### src/rtl/gpio_evt_pkg.sv
package gpio_evt_pkg;

    localparam int unsigned BANK_W     = 32;
    localparam int unsigned NUM_TRIG   = 6;
    localparam int unsigned SET_STRIDE = 12;

    localparam logic [7:0] STATUS_BASE = 8'h40;
    localparam logic [7:0] ENABLE_BASE = 8'h4C;

    // Order fixes the enable word bases: ENABLE_BASE + SET_STRIDE * kind
    typedef enum logic [2:0] {
        TRIG_RISE   = 3'd0,
        TRIG_FALL   = 3'd1,
        TRIG_HIGH   = 3'd2,
        TRIG_LOW    = 3'd3,
        TRIG_ERISE  = 3'd4,
        TRIG_EFALL  = 3'd5
    } trig_e;

    function automatic logic [7:0] enable_base(input int unsigned kind);
        return ENABLE_BASE + 8'(SET_STRIDE * kind);
    endfunction

endpackage

### src/rtl/gpio_evt_sync.sv
module gpio_evt_sync #(
    parameter int unsigned W = 54
) (
    input  logic         clk,
    input  logic         rst_n,
    input  logic [W-1:0] pins_i,
    output logic [W-1:0] stage1_o,
    output logic [W-1:0] stage2_o,
    output logic [W-1:0] prev_o
);

    typedef struct packed {
        logic [W-1:0] s1;
        logic [W-1:0] s2;
        logic [W-1:0] s3;
    } sync_t;

    sync_t sync_d, sync_q;

    always_comb begin
        sync_d.s1 = pins_i;
        sync_d.s2 = sync_q.s1;
        sync_d.s3 = sync_q.s2;
    end

    always_ff @(posedge clk or negedge rst_n) begin
        if (!rst_n) sync_q <= '0;
        else        sync_q <= sync_d;
    end

    assign stage1_o = sync_q.s1;
    assign stage2_o = sync_q.s2;
    assign prev_o   = sync_q.s3;

endmodule

### src/rtl/gpio_evt_decode.sv
module gpio_evt_decode
    import gpio_evt_pkg::*;
#(
    parameter int unsigned NUM_BANKS = 2,
    parameter int unsigned BIDX_W    = 1
) (
    input  logic [7:0]        addr_i,
    output logic              hit_status_o,
    output logic              hit_enable_o,
    output trig_e             kind_o,
    output logic [BIDX_W-1:0] bank_o
);

    localparam logic [7:0] SPAN = 8'(4 * NUM_BANKS);

    always_comb begin
        logic [7:0] off;
        hit_status_o = 1'b0;
        hit_enable_o = 1'b0;
        kind_o       = TRIG_RISE;
        bank_o       = '0;
        off          = addr_i - STATUS_BASE;
        if (addr_i[1:0] == 2'b00) begin
            if (addr_i >= STATUS_BASE && off < SPAN) begin
                hit_status_o = 1'b1;
                bank_o       = BIDX_W'(off >> 2);
            end
            for (int t = 0; t < int'(NUM_TRIG); t++) begin
                off = addr_i - enable_base(unsigned'(t));
                if (addr_i >= enable_base(unsigned'(t)) && off < SPAN) begin
                    hit_enable_o = 1'b1;
                    kind_o       = trig_e'(3'(t));
                    bank_o       = BIDX_W'(off >> 2);
                end
            end
        end
    end

endmodule

### src/rtl/gpio_evt_detect.sv
module gpio_evt_detect
    import gpio_evt_pkg::*;
#(
    parameter int unsigned W = 54
) (
    input  logic [W-1:0]                stage1_i,
    input  logic [W-1:0]                stage2_i,
    input  logic [W-1:0]                prev_i,
    input  logic [NUM_TRIG-1:0][W-1:0]  en_i,
    output logic [W-1:0]                hit_o
);

    logic [NUM_TRIG-1:0][W-1:0] cond;

    for (genvar t = 0; t < int'(NUM_TRIG); t++) begin : g_kind
        if (t == int'(TRIG_RISE)) begin : g_rise
            assign cond[t] = stage2_i & ~prev_i;
        end else if (t == int'(TRIG_FALL)) begin : g_fall
            assign cond[t] = ~stage2_i & prev_i;
        end else if (t == int'(TRIG_HIGH)) begin : g_high
            assign cond[t] = stage2_i;
        end else if (t == int'(TRIG_LOW)) begin : g_low
            assign cond[t] = ~stage2_i;
        end else if (t == int'(TRIG_ERISE)) begin : g_erise
            assign cond[t] = stage1_i & ~stage2_i;
        end else begin : g_efall
            assign cond[t] = ~stage1_i & stage2_i;
        end
    end

    always_comb begin
        hit_o = '0;
        for (int t = 0; t < int'(NUM_TRIG); t++) begin
            hit_o = hit_o | (cond[t] & en_i[t]);
        end
    end

endmodule

### src/rtl/gpio_evt_unit.sv
module gpio_evt_unit
    import gpio_evt_pkg::*;
#(
    parameter int unsigned NUM_PINS = 54
) (
    input  logic                clk,
    input  logic                rst_n,
    input  logic [NUM_PINS-1:0] pins_i,
    input  logic                bus_wr_i,
    input  logic [7:0]          bus_addr_i,
    input  logic [31:0]         bus_wdata_i,
    output logic [31:0]         bus_rdata_o,
    output logic [NUM_PINS-1:0] status_o,
    output logic [3:0]          irq_o
);

    localparam int unsigned NB     = (NUM_PINS + BANK_W - 1) / BANK_W;
    localparam int unsigned PW     = NB * BANK_W;
    localparam int unsigned BIDX_W = (NB > 1) ? $clog2(NB) : 1;
    localparam logic [PW-1:0] VALID = {PW{1'b1}} >> (PW - NUM_PINS);

    typedef struct packed {
        logic [NUM_TRIG-1:0][PW-1:0] en;
        logic [PW-1:0]               st;
    } regs_t;

    regs_t regs_d, regs_q;

    logic [NUM_PINS-1:0] stage1, stage2, prev, hit, en_any;
    logic [NUM_TRIG-1:0][NUM_PINS-1:0] en_pin;
    logic              dec_status, dec_enable;
    trig_e             dec_kind;
    logic [BIDX_W-1:0] dec_bank;
    logic [PW-1:0]     clr;
    logic [NB-1:0]     bank_any;

    gpio_evt_sync #(.W(NUM_PINS)) sync_i (
        .clk      (clk),
        .rst_n    (rst_n),
        .pins_i   (pins_i),
        .stage1_o (stage1),
        .stage2_o (stage2),
        .prev_o   (prev)
    );

    gpio_evt_decode #(.NUM_BANKS(NB), .BIDX_W(BIDX_W)) dec_i (
        .addr_i       (bus_addr_i),
        .hit_status_o (dec_status),
        .hit_enable_o (dec_enable),
        .kind_o       (dec_kind),
        .bank_o       (dec_bank)
    );

    always_comb begin
        en_any = '0;
        for (int t = 0; t < int'(NUM_TRIG); t++) begin
            en_pin[t] = regs_q.en[t][NUM_PINS-1:0];
            en_any    = en_any | en_pin[t];
        end
    end

    gpio_evt_detect #(.W(NUM_PINS)) det_i (
        .stage1_i (stage1),
        .stage2_i (stage2),
        .prev_i   (prev),
        .en_i     (en_pin),
        .hit_o    (hit)
    );

    // Next-state: enable writes, write-one clears, detection has priority
    always_comb begin
        regs_d = regs_q;
        clr    = '0;
        if (bus_wr_i && dec_status) begin
            clr[dec_bank*BANK_W +: BANK_W] = bus_wdata_i;
        end
        if (bus_wr_i && dec_enable) begin
            regs_d.en[dec_kind][dec_bank*BANK_W +: BANK_W] = bus_wdata_i;
        end
        for (int t = 0; t < int'(NUM_TRIG); t++) begin
            regs_d.en[t] = regs_d.en[t] & VALID;
        end
        regs_d.st = ((regs_q.st & ~clr) | PW'(hit)) & VALID;
    end

    always_ff @(posedge clk or negedge rst_n) begin
        if (!rst_n) regs_q <= '0;
        else        regs_q <= regs_d;
    end

    always_comb begin
        bus_rdata_o = '0;
        if (dec_status) begin
            bus_rdata_o = regs_q.st[dec_bank*BANK_W +: BANK_W];
        end else if (dec_enable) begin
            bus_rdata_o = regs_q.en[dec_kind][dec_bank*BANK_W +: BANK_W];
        end
    end

    for (genvar b = 0; b < int'(NB); b++) begin : g_bank
        assign bank_any[b] = |regs_q.st[b*BANK_W +: BANK_W];
    end

    always_comb begin
        irq_o = '0;
        for (int b = 0; b < int'(NB) && b < 2; b++) begin
            irq_o[b] = bank_any[b];
        end
        irq_o[2] = |regs_q.st;
        irq_o[3] = |regs_q.st;
    end

    assign status_o = regs_q.st[NUM_PINS-1:0];

endmodule

### config.mk
export PLATFORM = sky130hd
export DESIGN_NAME = gpio_evt_unit
export DESIGN_NICKNAME = d
export VERILOG_FILES = /design/src/rtl/gpio_evt_pkg.sv /design/src/rtl/gpio_evt_sync.sv /design/src/rtl/gpio_evt_decode.sv /design/src/rtl/gpio_evt_detect.sv /design/src/rtl/gpio_evt_unit.sv
export SDC_FILE = /design/constraint.sdc
export NUM_CORES = 1
export LEC_CHECK = 0
export CAP_MARGIN = 20
export CORE_AREA = 3 3 202 204
export DETAILED_ROUTE_END_ITERATION = 6
export DIE_AREA = 0 0 205 207
export DONT_BUFFER_PORTS = 1
export GPL_TIMING_DRIVEN = 0
export PLACE_DENSITY = 0.74
export SYNTH_ARGS = -nofsm -noshare
export SYNTH_HDL_FRONTEND = slang
export SYNTH_SLANG_ARGS = --single-unit
### constraint.sdc
create_clock -name clk -period 5.6 [get_ports clk]
set_clock_uncertainty 0.15 [all_clocks]
set_input_delay 0.84 -clock clk [delete_from_list [all_inputs] [get_ports clk]]
set_output_delay 0.84 -clock clk [all_outputs]
set_load 0.02 [all_outputs]
==> results by group, run 1 <==
Outcome
  – Status: finished with violations
  – Failing checks: negative hold slack, max-slew violations, negative setup slack

Clock tree
  – CTS HTree Levels: 2
  – CTS tree: done
  – Clock Path Buffers: 3
  – Clock sinks: 540
  – TritonCTS buffer count: 54
  – Clock transition at path regs: 0.06 ns
  – Skew-Pair Late Insertion Delay: 0.61 ns
  – Root Buffer: clkbuf_16

Timing
  – Setup-failing EPs final: 6
  – Hold_ws: -0.2029 ns
  – Slew @ Worst Pin: 1.982 ns
  – Fin. Hold Viols: 99
  – Fin crit share: 1.017
  – Max_slew headroom: -0.3211
  – Final min period: 5.697 ns
  – RSZ-0062 raised after global routing: yes
  – Final setup TNS: -0.2832 ns
  – Worst setup margin: -0.09671 ns
  – Slew Viols, Final: 310
  – Max frequency: 0.1755 GHz

Routing
  – Initial DRC count: 1995
  – Routed len/inst: 29.58 um
  – WL final: 73100 um
  – Drt drc: 0
  – Post-DR vias/cell: 6.975
  – DRT Pass-1 Iters: 6
  – Number of vias in the routed layout: 17235
  – Post-route ant nets: 0

Placement
  – Placed inst area: 23690 um2
  – Gp weighted congestion: 0.9352
  – DP Worst Slack: -0.4189 ns
  – DPL Wire Length: 46260 um
  – Number of port buffers: 0

Synthesis
  – Synthesized area: 23030 um2
  – Yosys Warn Count: 0
  – Area contributors post-synth: dfrtp_1, mux2_2, o22ai_1, o21ai_0, a221oi_1
  – Register area share after synthesis: 0.5868
  – Post-synth ARST share: 1.000
  – Post-synth EDFFs: 0
  – Mean Syn Cell Area: 12.49 um2
  – Post-synth top area cell: dfrtp_1
  – Instance count of the mapped netlist: 1844
  – Synthesis-stage register bit count: 540
  – Share of the synthesized area in the top cell type: 0.5868
  – Ys flop type: dfrtp_1
  – Cell with the most instances after synthesis: dfrtp_1
  – Syn_nets: 1947
  – Yosys cell types: 50
  – Post-synth top cells: dfrtp_1, mux2_2, inv_1

Pwr
  – Power consumption: 8.615 mW
  – Maximum vdd ir drop: 0.2778 mV
  – Power per Cell Area: 335.5 nW/um2
  – Sw frac: 0.2386
  – Leak: 11.28 nW
  – Seq pwr share: 0.493
  – Logic pwr share: 0.057
  – Net switching power: 2.055 mW
  – Internal: 6.559 mW
  – Clock share of power: 0.450

Global route
  – Vias in the first global route: 17505
  – First-pass GRT wire length: 107700 um
  – Gr usage total: 0.3387
  – Initial antenna violation count: 1
  – Maximum number of pins on one net before global-route repair: 541
  – Overflow after GRT: 0

Cells and area
  – Area grow syn2layout: 11.51%
  – Final Core Density: 0.6508
  – Fill cells: 2904
  – Finished layout cell area: 25680 um2
  – Area of the multi-input gates: 8572 um2
  – Reg area: 13510 um2
  – Post-layout nets: 2003
  – Layout cells sized above 1: 0.2351

Worst setup path
  – Flop-to-flop setup slack: 4.37 ns
  – Critical Path RT: 4.61 ns
  – Maximum fanout along the worst path: 10
  – Startpoint types: input port
  – Crit path DAT: 4.71 ns
  – Crit. End Element: output port
  – Crit Path Category: in -> out

Die
  – Starting Density: 0.5837
  – Core Region: 39460 um2
  – Die Y: 207 um
  – Boundary pin count: 187
  – Chip Width: 205 um
  – Die Area: 42440 um2
  – Row Count: 73

Flow run
  – MaxCap Viol Count: 0

Hold path
  – Worst Hold Class: in -> async
critical path, cell delays in order:
cell and delay (ns):
buf_2 0.19, inv_1 0.12, ha_1 0.37, a211o_1 0.32, a21o_1 0.19, nand4_1 0.17, clkbuf_1 0.48, clkbuf_1 0.81
o221ai_1 0.19, or3_1 0.37, a22oi_1 0.62
final cells by class:
cell class              instances  share of cell area
flip-flops and latches        540              0.5262
multi-input cells            1067              0.3338
clock buffers                  73             0.06012
well taps                     525             0.02558
plain buffers                 125             0.02412
inverters                     112             0.01637
clock inverters                27             0.01359
diodes                          2           0.0001949
cells by family after synthesis:
family                     share of synthesized area
DFF                                           0.5868
xor gates and xnor gates                    0.001141
muxes                                         0.1630
buffers and inverters                        0.04221
AOI/OAI and AO/OA                             0.1559
and+or+nand+nor                              0.04776
adders and majority gates                   0.003260
stage by stage:
stage / cells / hold WS (ns)
after detailed placement: 2369 / 0.2272
after floorplan: 1844 / 0.2184
after global routing: 2469 / -0.2016
final: 2471 / -0.2029
after global placement: 2369 / 0.2258
after CTS: 2469 / -0.2116
power groups by stage:
stage	Clock [mW]	Sequential, mW	Combinational, mW
final	3.88	4.25	0.494
after global routing	4.05	4.26	0.525
after CTS	3.89	4.24	0.480
after detailed placement	0	4.31	0.474
after global placement	0	4.30	0.462
after floorplan	0	4.25	0.343
registers in the layout (all words and copies together) (netlist names):
signal,cells
status_o,54
sync_i.stage1_o,54
sync_i.stage2_o,54
en_pin,324
sync_i.prev_o,54
layer usage:
layer,track usage,wire (um),vias to the layer above
li1,-,-,7025
met1,0.4348,26880,8708
met2,0.5085,33030,1177
met3,0.1097,8903,323
met4,0.1916,4268,2
met5,0,14,-
cells in the final DEF (no fill, tap or decap), types with 56 or more instances in the layout:
master,instances
a21oi_1,63
clkbuf_1,67
dfrtp_1,540
inv_1,112
mux2_2,269
o211ai_1,56
o21ai_0,110
o22ai_1,110
or3_1,57
final timing paths:
check | start | to | cells past startpoint
worst max-delay path | bus_addr_i[2] | bus_rdata_o[0] | 11
worst min-delay path | rst_n | en_pin[191]$_DFFE_PN0P_ | 0
worst max register to register | status_o[41]$_DFF_PN0_ | status_o[41]$_DFF_PN0_ | 2
worst min register to register | sync_i.stage2_o[18]$_DFF_PN0_ | sync_i.prev_o[18]$_DFF_PN0_ | 0
max in group asynchronous | rst_n | en_pin[263]$_DFFE_PN0P_ | 0
min in group clk | pins_i[4] | sync_i.stage1_o[4]$_DFF_PN0_ | 0
what timing repair did:
| action | CTS | global route |
|---|---|---|
| hold endpoints to repair | 540 | 540 |
| endpoints found under the setup margin | 30 | 30 |
| resized for setup | 24 | 24 |
| setup buffers | 0 | 0 |
(Power assumes the default switching activity.)
==> run 2, diff against run 1 <==
--- a/config.mk
+++ b/config.mk
@@ -11,7 +11,7 @@
 export DIE_AREA = 0 0 205 207
 export DONT_BUFFER_PORTS = 1
 export GPL_TIMING_DRIVEN = 0
-export PLACE_DENSITY = 0.74
+export PLACE_DENSITY = 0.84
 export SYNTH_ARGS = -nofsm -noshare
 export SYNTH_HDL_FRONTEND = slang
 export SYNTH_SLANG_ARGS = --single-unit
==> run 2 against run 1 <==
The run ends with negative hold slack, max-slew violations left. Critical path type unchanged. Total power fell by 1.6%. Largest power group unchanged. Utilization barely moved. Combinational power rose by 3%. Critical path depth fell by 1. Non-clock buffer count did not move. Hold slack improved by 0.0099 ns. Via count rose by 2.7%.
==> results by group, run 2 (same netlist as run 1, synthesis figures left out) <==
Timing
  – Hold_ws: -0.1930 ns (+0.009917 ns)
  – Final min period: 5.585 ns (-0.1119 ns)
  – Slew @ Worst Pin: 2.038 ns (+0.05618 ns)
  – Setup-failing EPs final: 0 (-6)
  – Slew Viols, Final: 376 (+21%)
  – Worst setup margin: 0.01518 ns (+0.1119 ns)
  – Final setup TNS: 0 ns (+0.2832 ns)
  – Fin crit share: 0.9973 (-0.01998)
  – Max_slew headroom: -0.3586 (-0.03745)
  – Max frequency: 0.1791 GHz (+2.0%)
  – Fin. Hold Viols: 96 (-3.0%)

Worst setup path
  – Flop-to-flop setup slack: 4.32 ns (-0.05 ns)
  – Crit-path leading delay family: buffers and inverters
  – Startpoint types: input port
  – Critical Path Max Stage Delay: 0.87 ns (+0.06 ns)
  – Critical path buffer and inverter count: 4 (unchanged)
  – Crit path DAT: 4.59 ns (-0.12 ns)
  – Maximum fanout along the worst path: 10 (unchanged)
  – Slowest cell on crit path: clkdlybuf4s15_1
  – Crit path depth: 10 (-1)
  – Critical Path RT: 4.61 ns (about the same)
  – R2R depth: 2 (unchanged)
  – Critical-path cell list: buf_2, inv_1, ha_1, a211o_1, nand4_1, clkbuf_1, clkdlybuf4s15_1, o221ai_1, or3_1, a22oi_1
  – Crit. End Element: output port
  – Crit Path Category: in -> out

Die
  – Die Y: 207 um (unchanged)
  – Core Region: 39460 um2 (unchanged)
  – Starting Density: 0.5837 (unchanged)
  – Chip Width: 205 um (unchanged)
  – Die Area: 42440 um2 (unchanged)
  – Boundary pin count: 187 (unchanged)
  – Row Count: 73 (unchanged)

Outcome
  – Status: finished with violations
  – Failing checks: negative hold slack, max-slew violations

Pwr
  – Power per Cell Area: 330.4 nW/um2 (-1.5%)
  – Leak: 11.26 nW (-0.16%)
  – Maximum vdd ir drop: 0.2280 mV (-18%)

Clock tree
  – Skew-Pair Late Insertion Delay: 0.63 ns (+0.02 ns)
  – Post-CTS setup buffer count: 0 (unchanged)
  – CTS tree: done
  – Root Buffer: clkbuf_16
  – Clock transition at path regs: 0.06 ns (about the same)
  – Clock sinks: 540 (unchanged)
  – Clock Path Buffers: 3 (unchanged)
  – CTS HTree Levels: 2 (unchanged)
  – TritonCTS buffer count: 56 (+3.7%)

Cells and area
  – Fill cells: 2793 (-3.8%)
  – Reg area: 13510 um2 (unchanged)
  – Layout cells sized above 1: 0.2365 (+0.001422)
  – Commonest non-fill, non-tap cell in the layout: dfrtp_1
  – Largest register FFs: 324 (unchanged)
  – N_diodes: 0 (-2)
  – Commonest cells after routing, fill and taps aside: dfrtp_1, mux2_2, inv_1
  – Area grow syn2layout: 11.43% (about the same)
  – Post-layout nets: 2005 (+0.10%)
  – Area of the multi-input gates: 8612 um2 (+0.47%)
  – Final Core Density: 0.6504 (about the same)
  – Finished layout cell area: 25660 um2 (about the same)

Routing
  – Number of vias in the routed layout: 17705 (+2.7%)
  – Uppermost layer routed: met5
  – Met3 wire len: 10110 um (+14%)
  – DRT Pass-1 Iters: 6 (unchanged)
  – Initial DRC count: 2561 (+28%)
  – Post-DR vias/cell: 7.168 (+2.8%)
  – M1 wire length: 26140 um (-2.8%)
  – Met2 wire length: 33030 um (about the same)
  – Routed len/inst: 30.22 um (+2.2%)
  – WL final: 74640 um (+2.1%)
  – Post-route ant nets: 0 (unchanged)
  – Drt drc: 0 (unchanged)

Global route
  – Maximum number of pins on one net before global-route repair: 541 (unchanged)
  – Overflow after GRT: 0 (unchanged)
  – First-pass GRT wire length: 110900 um (+3.0%)
  – Initial antenna violation count: 2 (+1)
  – Gr usage total: 0.3458 (+0.007097)
  – Vias in the first global route: 18306 (+4.6%)

Placement
  – DPL Wire Length: 46280 um (about the same)
  – DP Worst Slack: -0.4177 ns (+0.001227 ns)
  – Gp weighted congestion: 0.9697 (+3.7%)
  – Number of port buffers: 0 (unchanged)
  – Placed inst area: 23690 um2 (unchanged)

Hold path
  – Worst Hold Class: in -> async

Flow run
  – MaxCap Viol Count: 0 (unchanged)
-- run 2: cell types whose count changed in the layout (fill, tap and decap cells not counted), sizes merged --
cell and change:
inv +1, bufinv -7, diode -2, clkbuf +17, buf -1, clkinv -6, clkinvlp -3
-- run 2: final timing paths --
kind,start,end
worst min-delay path,rst_n,sync_i.stage1_o[23]$_DFF_PN0_
worst max-delay path,bus_addr_i[2],bus_rdata_o[15]
worst max register to register,status_o[40]$_DFF_PN0_,status_o[40]$_DFF_PN0_
max in group asynchronous,rst_n,en_pin[304]$_DFFE_PN0P_
worst min register to register,sync_i.stage2_o[19]$_DFF_PN0_,sync_i.prev_o[19]$_DFF_PN0_
min in group clk,pins_i[18],sync_i.stage1_o[18]$_DFF_PN0_
-- run 2: power breakdown --
part | leakage, nW | internal (mW) | switching (mW) | total [mW]
Combinational | 3.49 | 0.198 | 0.310 | 0.508
Clock | 0.901 | 2.13 | 1.59 | 3.72
Sequential | 6.87 | 4.07 | 0.185 | 4.25
Total | 11.3 | 6.40 | 2.08 | 8.48
-- run 2: repair_timing --
item	4_1_cts	5_1_grt
cloned	0	0
setup endpoints to repair	27	28
pin swaps	0	0
endpoints found under the hold margin	540	540
gates resized for setup	20	43
-- run 2: worst register-to-register path, cell delays in order, from the launching register on --
cell and delay [ns]:
dfrtp_1 0.66, o21ai_0 0.20, o211ai_1 0.16
-- run 2: metrics by stage --
stage	power, mW	cells
3_3_place_gp	4.752	2369
4_1_cts	8.449	2470
2_1_floorplan	4.591	1844
6_report	8.479	2470
3_5_place_dp	4.781	2369
5_1_grt	8.677	2470
-- run 2: final cells by class --
type	instances	share of cell area
clock buffer	89	0.06650
sequential	540	0.5266
tap	525	0.02560
inverter	112	0.01638
buffer	125	0.02423
clock inverter	12	0.005119
multi-input combinational	1067	0.3356
-- run 2: metal layers --
layer,up-vias,track usage
met5,-,0
met4,2,0.2091
met3,392,0.1251
met2,1441,0.5192
met1,8848,0.4289
li1,7022,-
==> run 3, diff against run 2 <==
==> constraint.sdc (replaced) <==
create_clock -name clk -period 5.6 [get_ports clk]
set_clock_uncertainty 0.15 [all_clocks]
set_input_delay 0.84 -clock clk [delete_from_list [all_inputs] [get_ports clk]]
set_output_delay 0.84 -clock clk [all_outputs]
set_load 0.1 [all_outputs]
==> run 3 against run 2 <==
Via count decreased by 0.62%. Final area increased by 0.71%. Critical path depth increased by 1. Non-clock buffer count increased by 8. First-iteration DRC count decreased by 6.8%. The flow still finishes with violations (negative hold slack, max-slew violations). Sequential cell count unchanged.
==> results by group, run 3 (same netlist as run 1, synthesis figures left out) <==
Placement
  – DPL Wire Length: 46520 um (+0.51%)
  – Gp weighted congestion: 0.9553 (-1.5%)
  – Cells after DPL: 2370 (+0.042%)
  – Number of port buffers: 0 (unchanged)

Clock tree
  – CTS tree: done
  – CTS HTree Levels: 2 (unchanged)
  – Clock Path Buffers: 3 (unchanged)
  – Skew-Pair Late Insertion Delay: 0.63 ns (about the same)
  – Clock sinks: 540 (unchanged)
  – Clock transition at path regs: 0.06 ns (about the same)
  – TritonCTS buffer count: 52 (-7.1%)
  – Root Buffer: clkbuf_16

Global route
  – First-pass GRT wire length: 109600 um (-1.2%)
  – Maximum number of pins on one net before global-route repair: 541 (unchanged)
  – Initial antenna violation count: 1 (-1)
  – Gr usage total: 0.3450 (-0.0007234)
  – Overflow after GRT: 0 (unchanged)
  – Vias in the first global route: 17970 (-1.8%)

Routing
  – WL final: 74190 um (-0.60%)
  – Routed len/inst: 30.04 um (-0.60%)
  – Post-DR vias/cell: 7.123 (-0.62%)
  – DRT Pass-1 Iters: 5 (-1)
  – Initial DRC count: 2388 (-6.8%)
  – Post-route ant nets: 0 (unchanged)
  – Number of vias in the routed layout: 17595 (-0.62%)
  – Drt drc: 0 (unchanged)

Die
  – Core Region: 39460 um2 (unchanged)
  – Starting Density: 0.5837 (unchanged)
  – Die Area: 42440 um2 (unchanged)
  – Boundary pin count: 187 (unchanged)
  – Row Count: 73 (unchanged)
  – Chip Width: 205 um (unchanged)
  – Die Y: 207 um (unchanged)

Pwr
  – Maximum vdd ir drop: 0.2731 mV (+20%)
  – Logic pwr share: 0.074 (+0.014)
  – Power consumption: 8.535 mW (+0.66%)
  – Seq pwr share: 0.512 (+0.011)
  – Power per Cell Area: 330.2 nW/um2 (about the same)
  – Internal: 6.279 mW (-1.9%)
  – Leak: 11.31 nW (+0.47%)
  – Net switching power: 2.256 mW (+8.4%)
  – Clock share of power: 0.414 (-0.025)
  – Sw frac: 0.2643 (+0.01893)

Flow run
  – MaxCap Viol Count: 0 (unchanged)

Timing
  – Slew @ Worst Pin: 2.488 ns (+0.4506 ns)
  – Max_slew headroom: -0.6589 (-0.3004)
  – Slew Viols, Final: 364 (-3.2%)
  – Fin crit share: 0.9966 (about the same)
  – Fin. Hold Viols: 130 (+35%)
  – Setup-failing EPs final: 0 (unchanged)
  – Hold_ws: -0.2139 ns (-0.02096 ns)
  – Max frequency: 0.1792 GHz (about the same)
  – RSZ-0062 raised after global routing: yes
  – Final min period: 5.581 ns (-0.003911 ns)

Outcome
  – Status: finished with violations
  – Failing checks: negative hold slack, max-slew violations

Cells and area
  – Commonest cells after routing, fill and taps aside: dfrtp_1, mux2_2, inv_1
  – Fill cells: 2763 (-1.1%)
  – Commonest non-fill, non-tap cell in the layout: dfrtp_1
  – Area grow syn2layout: 12.22%
  – Finished Layout Cells: 2470 (unchanged)
  – Final Core Density: 0.6550 (+0.004629)
  – Layout cells sized above 1: 0.2557 (+0.01915)
  – Largest register FFs: 324 (unchanged)
  – Post-layout nets: 2009 (+0.20%)

Worst setup path
  – Crit. End Element: output port
  – Critical Path RT: 4.61 ns (about the same)
  – Critical-path cell list: buf_2, inv_1, ha_1, a211o_1, a21o_1, nand4_1, clkbuf_2, buf_2, o221ai_1, or3_1, a22oi_2
  – Maximum fanout along the worst path: 10 (unchanged)
  – Crit-path leading delay family: compound AO/OA/AOI/OAI gates
  – Startpoint types: input port
  – Critical Path Max Stage Delay: 1.02 ns (+0.15 ns)
  – Crit path DAT: 4.59 ns (about the same)
  – Slowest cell on crit path: a22oi_2
  – Critical path buffer and inverter count: 4 (unchanged)
  – Cell with the most instances on the worst path: buf_2
  – Crit Path Category: in -> out

Hold path
  – Worst Hold Class: in -> async
-- run 3: changes by cell type in the layout (fill, tap and decap cells not counted), sizes merged --
| cell | change |
|---|---|
| buf | +18 |
| clkbuf | -14 |
| clkdlybuf4s15 | -6 |
| clkinv | +2 |
| inv | -2 |
| bufinv | +1 |
| diode | +1 |
-- run 3: metal layers --
metal	part of all wire	track usage
met1	0.35	0.4306
met2	0.44	0.5055
met3	0.14	0.1380
met4	0.065	0.2095
met5	0.00013	0
-- run 3: path summary, 6_finish.rpt --
kind / startpoint / endpoint / slack, ns / cells past startpoint
worst max-delay path: bus_addr_i[2] / bus_rdata_o[16] / 0.02 / 11
worst min-delay path: rst_n / en_pin[131]$_DFFE_PN0P_ / -0.21 / 0
worst max register to register: status_o[43]$_DFF_PN0_ / status_o[43]$_DFF_PN0_ / 3.84 / 2
worst min register to register: sync_i.stage2_o[29]$_DFF_PN0_ / sync_i.prev_o[29]$_DFF_PN0_ / 0.25 / 0
max in group asynchronous: rst_n / sync_i.prev_o[30]$_DFF_PN0_ / 3.55 / 0
min in group clk: pins_i[46] / sync_i.stage1_o[46]$_DFF_PN0_ / 0.08 / 0
-- run 3: final cells by class --
cell class	count	area [um2]	area share
Tap cell	525	656.9	0.02542
Buffer	125	695.7	0.02692
Inverter	112	420.4	0.01627
Sequential cell	540	13510	0.5229
Clock buffer	79	1554	0.06013
Antenna cell	1	2.502	0.00009682
Multi-Input combinational cell	1067	8768	0.3393
Timing Repair Buffer	8	80.08	0.003098
Clock inverter	13	153.9	0.005955
-- run 3: repair_timing --
| item | in CTS | in global routing |
|---|---|---|
| setup buffers | 2 | 5 |
| hold endpoints to repair | 540 | 521 |
| endpoints found under the setup margin | 33 | 26 |
| pin swaps | 12 | 11 |
| gates resized for setup | 91 | 31 |
-- run 3: power by group through the flow --
stage / Combinational [mW] / Clock [mW] / Sequential [mW]
6_report: 0.631 / 3.53 / 4.37
5_1_grt: 0.662 / 3.70 / 4.38
2_1_floorplan: 0.463 / 0 / 4.37
3_5_place_dp: 0.594 / 0 / 4.43
4_1_cts: 0.608 / 3.54 / 4.36
3_3_place_gp: 0.577 / 0 / 4.42
-- run 3: per-stage QoR --
stage | setup TNS, ns | cell area, um2 | setup WS (ns)
4_1_cts | 0 | 25750 | 0.007061
5_1_grt | -0.04274 | 25840 | -0.02363
3_3_place_gp | -22.37 | 23810 | -0.8837
3_5_place_dp | -20.59 | 23860 | -0.8681
6_report | 0 | 25840 | 0.01909
2_1_floorplan | 0 | 23150 | 0.06976
